==> src/rtl/sram_ctl_pkg.sv <==
`timescale 1ns/1ps
package sram_ctl_pkg;

   typedef enum logic [2:0] {
      ST_IDLE  = 3'd0,
      ST_RD    = 3'd1,
      ST_RTURN = 3'd2,
      ST_WR    = 3'd3,
      ST_WHOLD = 3'd4
   } sc_state_e;

   // Whole clock cycles covering a delay, never below one.
   function automatic int unsigned ps_to_cyc(input int unsigned t_ps,
                                             input int unsigned clk_ps);
      int unsigned c;
      c = (t_ps + clk_ps - 1) / clk_ps;
      return (c == 0) ? 1 : c;
   endfunction

endpackage

==> src/rtl/sram_wait_timer.sv <==
`timescale 1ns/1ps
module sram_wait_timer #(
   parameter int unsigned CNT_W = 3
) (
   input  logic             clk,
   input  logic             rst_n,
   input  logic             load,
   input  logic [CNT_W-1:0] load_val,
   output logic             expired
);

   logic [CNT_W-1:0] cnt_q;

   always_ff @(posedge clk or negedge rst_n) begin
      if (!rst_n) begin
         cnt_q <= '0;
      end else if (load) begin
         cnt_q <= load_val;
      end else if (cnt_q != '0) begin
         cnt_q <= cnt_q - 1'b1;
      end
   end

   assign expired = (cnt_q == '0);

   // the counter never leaves the range it was loaded into
   timer_dec_chk : assert property (@(posedge clk) disable iff (!rst_n)
      (!load && $past(cnt_q) != '0 && !$past(load)) |-> (cnt_q == $past(cnt_q) - 1'b1));

endmodule

==> src/rtl/sram_lane_map.sv <==
`timescale 1ns/1ps
module sram_lane_map #(
   parameter int unsigned LANES = 2
) (
   input  logic [LANES-1:0]   be,
   input  logic [LANES*8-1:0] bus_in,
   output logic [LANES-1:0]   bsel_n,
   output logic [LANES*8-1:0] bus_masked
);

   generate
      for (genvar g = 0; g < LANES; g++) begin : g_lane
         assign bsel_n[g]            = ~be[g];
         assign bus_masked[g*8 +: 8] = be[g] ? bus_in[g*8 +: 8] : 8'h00;
      end
   endgenerate

endmodule

==> src/rtl/sram_ctl.sv <==
`timescale 1ns/1ps
module sram_ctl #(
   parameter int unsigned ADDR_W        = 18,
   parameter int unsigned DATA_W        = 16,
   parameter int unsigned CLK_PERIOD_PS = 8000,
   parameter int unsigned T_ACC_PS      = 45000,
   parameter int unsigned T_TURN_PS     = 15000,
   parameter int unsigned T_WP_PS       = 35000,
   localparam int unsigned LANES        = DATA_W / 8
) (
   input  logic              clk,
   input  logic              rst_n,
   input  logic              req,
   input  logic              req_we,
   input  logic [ADDR_W-1:0] req_addr,
   input  logic [DATA_W-1:0] req_wdata,
   input  logic [LANES-1:0]  req_be,
   output logic              ack,
   output logic              rd_valid,
   output logic [DATA_W-1:0] rd_data,
   output logic [ADDR_W-1:0] sram_addr,
   output logic              sram_ce_n,
   output logic              sram_oe_n,
   output logic              sram_we_n,
   output logic [LANES-1:0]  sram_bsel_n,
   output logic [DATA_W-1:0] sram_dq_o,
   output logic              sram_dq_oe,
   input  logic [DATA_W-1:0] sram_dq_i
);
   import sram_ctl_pkg::*;

   localparam int unsigned RD_CYC   = ps_to_cyc(T_ACC_PS,  CLK_PERIOD_PS);
   localparam int unsigned TURN_CYC = ps_to_cyc(T_TURN_PS, CLK_PERIOD_PS);
   localparam int unsigned WR_CYC   = ps_to_cyc(T_WP_PS,   CLK_PERIOD_PS);
   localparam int unsigned MAX_CYC  = (RD_CYC > WR_CYC) ?
                                      ((RD_CYC > TURN_CYC) ? RD_CYC : TURN_CYC) :
                                      ((WR_CYC > TURN_CYC) ? WR_CYC : TURN_CYC);
   localparam int unsigned CNT_W    = $clog2(MAX_CYC + 1);
   localparam logic [CNT_W-1:0] RD_LD   = CNT_W'(RD_CYC - 1);
   localparam logic [CNT_W-1:0] WR_LD   = CNT_W'(WR_CYC - 1);
   localparam logic [CNT_W-1:0] TURN_LD = CNT_W'(TURN_CYC - 1);

   generate
      if (ADDR_W < 1) begin : g_bad_addr
         $error("sram_ctl: ADDR_W must be at least 1");
      end
      if (DATA_W == 0 || (DATA_W % 8) != 0) begin : g_bad_data
         $error("sram_ctl: DATA_W must be a non-zero multiple of 8");
      end
      if (CLK_PERIOD_PS == 0) begin : g_bad_clk
         $error("sram_ctl: CLK_PERIOD_PS must be non-zero");
      end
   endgenerate

   sc_state_e         state_q, state_d;
   logic [ADDR_W-1:0] addr_q;
   logic [DATA_W-1:0] wdata_q;
   logic [LANES-1:0]  be_q, be_d;
   logic              accept;
   logic              tmr_load, tmr_exp, cap, wr_done, in_cycle_d;
   logic [CNT_W-1:0]  tmr_val;
   logic [LANES-1:0]  bsel_act_n;
   logic [DATA_W-1:0] rd_masked;

   assign accept = (state_q == ST_IDLE) && req;
   assign be_d   = accept ? req_be : be_q;

   sram_wait_timer #(.CNT_W(CNT_W)) u_timer (
      .clk      (clk),
      .rst_n    (rst_n),
      .load     (tmr_load),
      .load_val (tmr_val),
      .expired  (tmr_exp)
   );

   sram_lane_map #(.LANES(LANES)) u_lanes (
      .be         (be_d),
      .bus_in     (sram_dq_i),
      .bsel_n     (bsel_act_n),
      .bus_masked (rd_masked)
   );

   always_comb begin
      state_d  = state_q;
      tmr_load = 1'b0;
      tmr_val  = '0;
      cap      = 1'b0;
      wr_done  = 1'b0;
      unique case (state_q)
         ST_IDLE: begin
            if (req) begin
               tmr_load = 1'b1;
               if (req_we) begin
                  state_d = ST_WR;
                  tmr_val = WR_LD;
               end else begin
                  state_d = ST_RD;
                  tmr_val = RD_LD;
               end
            end
         end
         ST_RD: begin
            if (tmr_exp) begin
               cap      = 1'b1;
               state_d  = ST_RTURN;
               tmr_load = 1'b1;
               tmr_val  = TURN_LD;
            end
         end
         ST_RTURN: begin
            if (tmr_exp) state_d = ST_IDLE;
         end
         ST_WR: begin
            if (tmr_exp) begin
               wr_done = 1'b1;
               state_d = ST_WHOLD;
            end
         end
         ST_WHOLD: state_d = ST_IDLE;
         default:  state_d = ST_IDLE;
      endcase
   end

   assign in_cycle_d = (state_d == ST_RD) || (state_d == ST_WR) || (state_d == ST_WHOLD);

   always_ff @(posedge clk or negedge rst_n) begin
      if (!rst_n) begin
         state_q     <= ST_IDLE;
         addr_q      <= '0;
         wdata_q     <= '0;
         be_q        <= '0;
         sram_ce_n   <= 1'b1;
         sram_oe_n   <= 1'b1;
         sram_we_n   <= 1'b1;
         sram_bsel_n <= '1;
         sram_dq_oe  <= 1'b0;
         ack         <= 1'b0;
         rd_valid    <= 1'b0;
         rd_data     <= '0;
      end else begin
         state_q <= state_d;
         if (accept) begin
            addr_q  <= req_addr;
            wdata_q <= req_wdata;
            be_q    <= req_be;
         end
         sram_ce_n   <= !in_cycle_d;
         sram_oe_n   <= (state_d != ST_RD);
         sram_we_n   <= (state_d != ST_WR);
         sram_dq_oe  <= (state_d == ST_WR) || (state_d == ST_WHOLD);
         sram_bsel_n <= in_cycle_d ? bsel_act_n : '1;
         ack         <= cap || wr_done;
         rd_valid    <= cap;
         if (cap) rd_data <= rd_masked;
      end
   end

   assign sram_addr = addr_q;
   assign sram_dq_o = wdata_q;

   // ---------------- checks next to the logic ----------------
   logic [CNT_W:0] acc_cnt;
   logic [CNT_W:0] oe_hi_cnt;

   always_ff @(posedge clk or negedge rst_n) begin
      if (!rst_n) begin
         acc_cnt   <= '0;
         oe_hi_cnt <= (CNT_W+1)'(TURN_CYC + 1);
      end else begin
         if (sram_oe_n || sram_ce_n) acc_cnt <= '0;
         else if (acc_cnt < (CNT_W+1)'(RD_CYC)) acc_cnt <= acc_cnt + 1'b1;
         if (!sram_oe_n) oe_hi_cnt <= '0;
         else if (oe_hi_cnt < (CNT_W+1)'(TURN_CYC + 1)) oe_hi_cnt <= oe_hi_cnt + 1'b1;
      end
   end


   rd_access_time_chk : assert property (@(posedge clk) disable iff (!rst_n)
      rd_valid |-> (acc_cnt >= (CNT_W+1)'(RD_CYC)));


   rd_strobe_chk : assert property (@(posedge clk) disable iff (!rst_n)
      !sram_oe_n |-> (sram_we_n && !sram_ce_n && !sram_dq_oe));


   wr_stable_chk : assert property (@(posedge clk) disable iff (!rst_n)
      (!sram_we_n && $past(!sram_we_n)) |-> ($stable(sram_addr) && $stable(sram_bsel_n)));


   drive_window_chk : assert property (@(posedge clk) disable iff (!rst_n)
      sram_dq_oe |-> (!sram_we_n || !$past(sram_we_n)));


   turnaround_chk : assert property (@(posedge clk) disable iff (!rst_n)
      $rose(sram_dq_oe) |-> (oe_hi_cnt >= (CNT_W+1)'(TURN_CYC)));


   ack_pulse_chk : assert property (@(posedge clk) disable iff (!rst_n)
      ack |=> !ack);


   rdv_with_ack_chk : assert property (@(posedge clk) disable iff (!rst_n)
      rd_valid |-> ack);

endmodule

==> config.mk <==
export PLATFORM = sky130hd
export DESIGN_NAME = sram_ctl
export DESIGN_NICKNAME = d
export VERILOG_FILES = /design/src/rtl/sram_ctl_pkg.sv /design/src/rtl/sram_wait_timer.sv /design/src/rtl/sram_lane_map.sv /design/src/rtl/sram_ctl.sv
export SDC_FILE = /design/constraint.sdc
export NUM_CORES = 1
export LEC_CHECK = 0
export BUFFER_PORTS_ARGS = -buffer_cell sky130_fd_sc_hd__clkbuf_2
export CAP_MARGIN = 10
export CORE_MARGIN = 1
export CORE_UTILIZATION = 25
export CTS_CLUSTER_DIAMETER = 50
export DETAILED_ROUTE_END_ITERATION = 16
export GPL_ROUTABILITY_DRIVEN = 1
export MAX_ROUTING_LAYER = met4
export PLACE_DENSITY = 0.49
export SKIP_LAST_GASP = 1
export SYNTH_ARGS = -nofsm -noshare
export SYNTH_HDL_FRONTEND = slang
export SYNTH_SLANG_ARGS = --single-unit
==> constraint.sdc <==
create_clock -name clk -period 3.3 [get_ports clk]
set_input_delay 0.33 -clock clk [delete_from_list [all_inputs] [get_ports clk]]
set_output_delay 0.33 -clock clk [all_outputs]
set_load 0.1 [all_outputs]
Yosys cells after proc, flatten, opt, wreduce, memory -nomap -nowiden
Index checks and enable logic that the tools add are counted.
{ "op_classes": {"addsub": 1, "eq_ne": 8, "n_mux": 21, "bitwise": 2, "n_reduce_logical": 10} }
{ "ops": {"columns": ["op", "n"], "rows": [
  ["two-way mux 3 bit", 7],
  ["two-way mux 8 bit", 2],
  ["one-hot mux 3 bit (4 select lines)", 1],
  ["== test 3 x 2 -> 1 bit, second input constant", 3],
  ["== test 3 x 1 -> 1 bit, second input constant", 2],
  ["logical NOT 3 bit", 2],
  ["two-way mux 1 bit", 6],
  ["two-way mux 2 bit", 3],
  ["one-hot mux 3 bit (2 select lines)", 1],
  ["logical OR 1 bit", 4],
  ["== test 3 bit, second input constant", 1],
  ["!= test 3 x 1 -> 1 bit, second input constant", 1],
  ["!= test 3 x 2 -> 1 bit, second input constant", 1],
  ["nonzero test 3 bit", 1],
  ["subtractor 3 x 1 -> 3 bit, second input constant", 1],
  ["inverter 1 bit", 2],
  ["one-hot mux 1 bit (2 select lines)", 1],
  ["nonzero test 2 bit", 1],
  ["logical AND 1 bit", 1],
  ["logical NOT 1 bit", 1]
]} }
{ "totals": {"reg_bits": 66, "input_bits": 56, "out_inout_bits": 58, "word_cells": 55} }

Depth between registers and ports, before layout
Gate-level depths: netlist of run 1.
{ "depth": {"depth_word": 7, "ltp_mapped": 8, "mapped_depth_nobuf": 7} }

Modules after synthesis
A second synthesis of run 1 with hierarchy kept.
{ "hier_totals": {"cells_unflattened": 190, "area_unflattened_um2": 2722.6} }
{ "modules_own_cells": {"columns": ["mod", "n_inst", "cells_per_inst", "area_per_inst_um2", "seq_area_each_um2"], "rows": [
  ["sram_ctl", 1, 151, 2414.8, 1582.8],
  ["sram_wait_timer", 1, 21, 200.2, 75.1],
  ["sram_lane_map", 1, 18, 107.6, 0.0]
]} }

Least setup slack after synthesis of run 1
Ideal clock, no wire load.
{ "synth_path": {"path_kind": "register to register", "from": "register state_q[2]", "to": "register wdata_q[2], in the netlist sram_dq_o[2]", "setup_ns": 0.128, "arrival_time_ns": 1.467, "required_ns": 3.172, "slack_ns": 1.705, "stages_incl_launch_ff": 6, "path_buffers": 3, "period_less_slack_ns": 1.595, "cell_sequence": "dfrtp_1 -> buf_2 -> nor4b_4 -> buf_6 -> buf_6 -> mux2_1"} }
{ "synth_between": {"elab_chain_cells": 2} }
{ "synth_rtl": {"columns": ["element", "line", "text"], "rows": [
  ["from (decl)", "sram_ctl.sv:55", "sc_state_e state_q, state_d;"],
  ["from (signal assigned)", "sram_ctl.sv:141", "state_q <= state_d;"],
  ["logical NOT 3 bit", "sram_ctl.sv:65", "assign accept = (state_q == ST_IDLE) && req;"],
  ["logical AND 1 bit", "sram_ctl.sv:65", null],
  ["to (signal assigned)", "sram_ctl.sv:144", "wdata_q <= req_wdata;"],
  ["to (decl)", "sram_ctl.sv:57", "logic [DATA_W-1:0] wdata_q;"]
]} }
No other way between the ends.
A chain may end at the register's enable or synchronous reset.

Worst setup path in the final report of run 1
{ "layout_path": {"from": "register state_q[1]", "to": "register rd_data[14]"} }
{ "layout_between": {"elab_chain_cells": 4, "word_cells_on_any_way": 6, "cone_classes": "1 x eq/ne; 3 x mux; 2 x reduce/logical"} }
{ "layout_rtl": {"columns": ["element", "line", "text"], "rows": [
  ["logical NOT 3 bit", "sram_ctl.sv:65", null],
  ["logical AND 1 bit", "sram_ctl.sv:65", null],
  ["two-way mux 2 bit", null, null],
  ["named net be_d[1]", "sram_ctl.sv:58", "logic [LANES-1:0] be_q, be_d;"],
  ["two-way mux 8 bit", "sram_lane_map.sv:14", "assign bus_masked[g*8 +: 8] = be[g] ? bus_in[g*8 +: 8] : 8'h00;"],
  ["to (signal assigned)", "sram_ctl.sv:154", "if (cap) rd_data <= rd_masked;"],
  ["to (decl)", "sram_ctl.sv:20", "output logic [DATA_W-1:0] rd_data,"]
]} }
The timed path passes the listed nets, and every way through them passes these cells.

==> results of run 1 <==
## sequential cells by signal, indices dropped and copies added, names as in the netlist
| signal | cells |
|---|---|
| sram_addr | 18 |
| rd_data | 16 |
| sram_dq_o | 16 |
| state_q | 3 |
| u_timer.cnt_q | 3 |
| be_q | 2 |
| sram_bsel_n | 2 |
| ack | 1 |
| rd_valid | 1 |
| sram_ce_n | 1 |
| sram_dq_oe | 1 |
| sram_oe_n | 1 |
| sram_we_n | 1 |
## cells by family (layout without fill, tap and decap cells)
logic type / Yosys count / after routing / share of synthesized area
flops: 66 / 66 / 0.625
xor+xnor: 1 / 1 / 0.00330
fa+ha+maj: 2 / 2 / 0.00943
mux: 36 / 36 / 0.170
buf+inv: 16 / 141 / 0.0396
compound gates: 11 / 11 / 0.0278
simple gates: 70 / 70 / 0.125
## worst paths after layout
check,from,end,slack (ns),depth (start not counted)
worst max-delay path,state_q[1],rd_data[14],1.41,5
worst min-delay path,sram_dq_i[15],rd_data[15],0.19,3
worst max register to register,state_q[1],rd_data[14],1.41,5
worst min register to register,rd_data[5],rd_data[5],0.48,2
max in group asynchronous,rst_n,sram_we_n,2.03,3
min in group asynchronous,rst_n,sram_addr[9],0.49,2
## cell type report
cell class | count | area (um^2) | area share
Sequential cell | 66 | 1660 | 0.460
Multi-Input combinational cell | 120 | 891 | 0.247
Timing Repair Buffer | 118 | 606 | 0.168
Tap cell | 136 | 170 | 0.0472
Clock buffer | 10 | 138 | 0.0382
Clock inverter | 6 | 114 | 0.0316
Inverter | 7 | 26.3 | 0.00729
## per-stage QoR
stage | hold slack [ns] | worst slack, ns | cell area, um^2 | utilization
after global placement | 0.334 | 1.44 | 3340 | 0.324
final | 0.192 | 1.41 | 3600 | 0.349
after floorplan | 0.0344 | 1.70 | 2650 | -
after detailed placement | 0.329 | 1.40 | 3340 | 0.324
after global routing | 0.180 | 1.27 | 3600 | 0.349
after CTS | 0.174 | 1.40 | 3600 | 0.349
## critical path: cells and delay by family, from the launching register on
| family | cells | cell delay [ns] |
|---|---|---|
| buf+inv | 1 | 0.39 |
| mux | 1 | 0.40 |
| simple gates | 3 | 0.49 |
| flops | 1 | 0.50 |
## Yosys cell counts, drive strengths merged (2+ instances only)
cell type	n
nand3	17
nand2	39
nand2b	3
dfrtp	61
mux2	36
nor2	5
a21oi	2
clkbuf	2
dfstp	5
o22ai	2
inv	7
ha	2
buf	7
## routing by layer
metal  wire [um]  share of wire  track usage  vias up
met1        2630           0.46        0.144      904
met2        2590           0.46        0.163       85
li1            -              -            -      916
met3         339          0.060       0.0331       13
met4         114          0.020       0.0543        0
met5           0              0            -        -
==> flow_summary.toml, run 1 <==
[global_route]
grt_pass1_wl_mm = 9.23
antenna_found_initial = 0
overflow = 0
grt_max_degree = 28
grt_pass1_vias = 1901
grtUsageTotal = 0.113

[sta]
max_slew_margin = 0.608
min_period_over_period = 0.572
setup_viol = 0
grt_setup_unrepaired = "no"
fin_crit_ns = 1.89
fin_skew_ns = 0.0107
tns_ns = 0
hold_violations = 0
timing.fmax_ghz = 0.530
worst_pin_slew_ns = 0.587
maxSlewViolCount = 0

[logic_synthesis]
ys_seq_area_frac = 0.625
synthFlopType = "dfrtp_1"
synth_top_area_frac = 0.575
synth-edff-count = 0
synth_fp_nets = 260
ys_ff_latch = 66
ys_warn_count = 0
synthTopCellsByArea = "dfrtp_1, mux2_2, mux2_4"
yosysUniqueCellTypes = 34
yosysTopAreaCell = "dfrtp_1"
syn_avg_cell_area_um2 = 13.1
netlist_area_um2 = 2650
synth_cells = 202
async_flop_share = 1.00

[finish]
layout_commonest_cell = "clkbuf_2"
antennaDiodeCount = 0
nFillCells = 1043
final_cell_mix = "clkbuf_2, dfrtp_1, nand2_1"
fin_cells = 463
nNetsFinal = 380
syn2layout_area_growth_pct = 35.7
layout-drive-gt1-share = 0.526

[floorplan]
dieWidth_um = 105
rows = 37
io_pins = 114
initial_core_util = 0.257
fp.dieArea_um2 = 11000
die_h_um = 105
coreArea_um2 = 10300

[clock_network]
postCtsSetupRepairBufs = 0
cts_tree = "done"
hold_buffers = 1
root_buffer = "clkbuf_8"
cts.path.max_buffers = 2
cts.repair.resized = 0
clkSinkCount = 66
cts_htree_levels = 3
clk_latency_ns = 0.34
clkSlewWorstSetupHoldPaths_ns = 0.08
numCtsBuffers = 9

[detailed_routing]
drc_errors = 0
first_pass_iters = 4
num_vias = 1918
wl_per_cell_um = 12.2
antenna_left = 0
avgViaCountPerCell = 4.14
routed_wl_mm = 5.67
drt_iter0_drc = 69

[setup_path]
startpoint_type = "register"
slowest_delay_ns = 0.50
critPathRequiredTime_ns = 3.53
critPathKind = "register to register"
critPathSlowestCell = "dfrtp_1"
worst_ep_arrival_time_ns = 2.12
crit_fanout = 25
end_kind = "register"
cp_cell_sequence = "nor4b_4 -> buf_4 -> mux2_4 -> nand3_1 -> nand2_1"

[flow_run]
maxCapViolations = 0

[worst_hold_path]
hp-class = "input port to register"

[place]
place.gp.congestion = 0.684
port_buffers = 113
place_inst = 446
dp_hpwl_mm = 4.03

[outcome]
outcome = "completed"
Power of run 1 is not shown: default switching activity piles up to over one toggle a cycle in this logic, so the estimate is an artifact.
==> run 2: changes to the inputs <==
--- a/config.mk
+++ b/config.mk
@@ -5,6 +5,7 @@
 export SDC_FILE = /design/constraint.sdc
 export NUM_CORES = 1
 export LEC_CHECK = 0
+export ABC_AREA = 1
 export BUFFER_PORTS_ARGS = -buffer_cell sky130_fd_sc_hd__clkbuf_2
 export CAP_MARGIN = 10
 export CORE_MARGIN = 1
@@ -13,7 +14,7 @@
 export DETAILED_ROUTE_END_ITERATION = 16
 export GPL_ROUTABILITY_DRIVEN = 1
 export MAX_ROUTING_LAYER = met4
-export PLACE_DENSITY = 0.49
+export PLACE_DENSITY = 0.5
 export SKIP_LAST_GASP = 1
 export SYNTH_ARGS = -nofsm -noshare
 export SYNTH_HDL_FRONTEND = slang
==> constraint.sdc (replaced) <==
create_clock -name clk -period 1.7 [get_ports clk]
set_input_delay 0.17 -clock clk [delete_from_list [all_inputs] [get_ports clk]]
set_output_delay 0.17 -clock clk [all_outputs]
set_load 0.1 [all_outputs]
==> flow_summary.toml, run 2 <==
[outcome]
outcome = "completed"

[setup_path]
worst_ep_arrival_time_ns = 1.31
end_kind = "output port"
cp_cell_sequence = "clkbuf_2"
slowest_delay_ns = 0.52
crit_fanout = 1
critPathKind = "register to output port"
critPathRequiredTime_ns = 1.53
cp_num_buf_inv = 1
startpoint_type = "register"
cpLargestDelayFamily = "flip-flops"
critPathSlowestCell = "dfstp_2"

[clock_network]
cts.repair.resized = 0
cts_tree = "done"
clk_latency_ns = 0.33
clkSinkCount = 66
numCtsBuffers = 9
clkSlewWorstSetupHoldPaths_ns = 0.06
cts.path.max_buffers = 2
root_buffer = "clkbuf_16"
cts_htree_levels = 3

[detailed_routing]
num_vias = 2344
antenna_left = 0
drc_errors = 0
wl_per_cell_um = 12.1
avgViaCountPerCell = 4.06
routed_wl_mm = 6.96
drt_iter0_drc = 96
first_pass_iters = 4

[finish]
final_cell_mix = "nand2_1, clkbuf_2, dfrtp_1"
largest_reg_flops = 18
syn2layout_area_growth_pct = 36.1
fin_area_um2 = 3890
antennaDiodeCount = 0
layout_commonest_cell = "nand2_1"
nNetsFinal = 490
layout-drive-gt1-share = 0.355
fin_util = 0.355

[sta]
fin_skew_ns = 0.00937
timing.fmax_ghz = 0.677
min_period_over_period = 0.869
hold_violations = 0
setup_viol = 0
tns_ns = 0
max_slew_margin = 0.578
whs_ns = 0.0668
fin_crit_ns = 1.48
grt_setup_unrepaired = "no"
worst_pin_slew_ns = 0.632
maxSlewViolCount = 0

[logic_synthesis]
ys_seq_area_frac = 0.579
yosysUniqueCellTypes = 19
synth_cells = 313
synth-edff-count = 0
synth_fp_nets = 371
synthTopCellsByCount = "nand2_1, dfrtp_1, nand3_1"
ys_warn_count = 0
synthFlopType = "dfrtp_1"
synth_most_common_cell = "nand2_1"
synth_top_area_frac = 0.533
yosysTopAreaCell = "dfrtp_1"
netlist_area_um2 = 2860
synthTopCellsByArea = "dfrtp_1, nand2_1, nand3_1"
async_flop_share = 1.00
syn_avg_cell_area_um2 = 9.14
ys_ff_latch = 66

[floorplan]
fp.dieArea_um2 = 11900
die_h_um = 109
dieWidth_um = 109
coreArea_um2 = 11000
initial_core_util = 0.261
rows = 38
io_pins = 114

[global_route]
grt_max_degree = 37
antenna_found_initial = 0
grtUsageTotal = 0.131
grt_pass1_wl_mm = 11.3
grt_pass1_vias = 2302
overflow = 0

[place]
dp_hpwl_mm = 4.86
placed_cell_area_um2 = 3550
place.gp.congestion = 0.693
port_buffers = 113

[flow_run]
maxCapViolations = 0

[worst_hold_path]
hp-class = "input port to register"
run 2: changes by cell type after synthesis, sizes merged, moves of 2 or more:
| cell | change |
|---|---|
| nand2 | +97 |
| mux2 | -36 |
| nand3 | +24 |
| inv | +19 |
| nor2 | +16 |
| buf | +8 |
| nand2b | -3 |
| clkbuf | -2 |
| o21ai | +2 |
| o22ai | -2 |
run 2: worst min-delay path: stages:
cell and delay (ns):
clkbuf_2 0.07, nand3_1 0.06, nand2_1 0.06
run 2: logic make-up after synthesis:
kind of cell / synth area share
AO/OA/AOI/OAI: 0.00831
adder cells (fa/ha/maj): 0.00874
XOR/XNOR: 0.00306
flip-flops: 0.579
buffers and inverters: 0.0866
AND/OR/NAND/NOR: 0.314
run 2: per-layer routing:
| metal | vias to the layer above | GRT usage | part of all wire |
|---|---|---|---|
| met1 | 1044 | 0.165 | 0.47 |
| li1 | 1195 | - | - |
| met4 | 0 | 0.0598 | 0.015 |
| met2 | 94 | 0.190 | 0.44 |
| met5 | - | - | 0 |
| met3 | 11 | 0.0430 | 0.074 |
run 2: worst paths after layout:
kind | cells past startpoint | endpoint | from | slack [ns]
max reg2reg | 7 | u_timer.cnt_q[1] | u_timer.cnt_q[0] | 0.26
max | 1 | sram_bsel_n[1] | sram_bsel_n[1] | 0.22
max in group asynchronous | 3 | sram_dq_o[10] | rst_n | 0.70
min | 3 | sram_dq_o[8] | req_wdata[8] | 0.07
min in group asynchronous | 2 | rd_data[7] | rst_n | 0.40
min reg2reg | 2 | sram_dq_o[4] | sram_dq_o[4] | 0.47
run 2: stage by stage:
stage          std cells  setup slack [ns]
2_1_floorplan        313             0.353
3_3_place_gp         560             0.302
3_5_place_dp         560             0.265
4_1_cts              577             0.196
5_1_grt              577            0.0934
6_report             577             0.222
run 2: timing repair:
action | 4_1_cts | 5_1_grt
hold buffers | 1 | 0
buffers inserted | 0 | 0
hold endpoints to repair | 18 | 0
run 2: layout make-up:
cell class                 count  area (um^2)
clock buffer                  10          229
fill                        1139         7090
clock inverter                 6          105
sequential                    66         1660
tap                          140          175
multi-input combinational    206          961
inverter                      26         97.6
timing repair buffer         123          668
Power of run 2 is left out for the same reason.
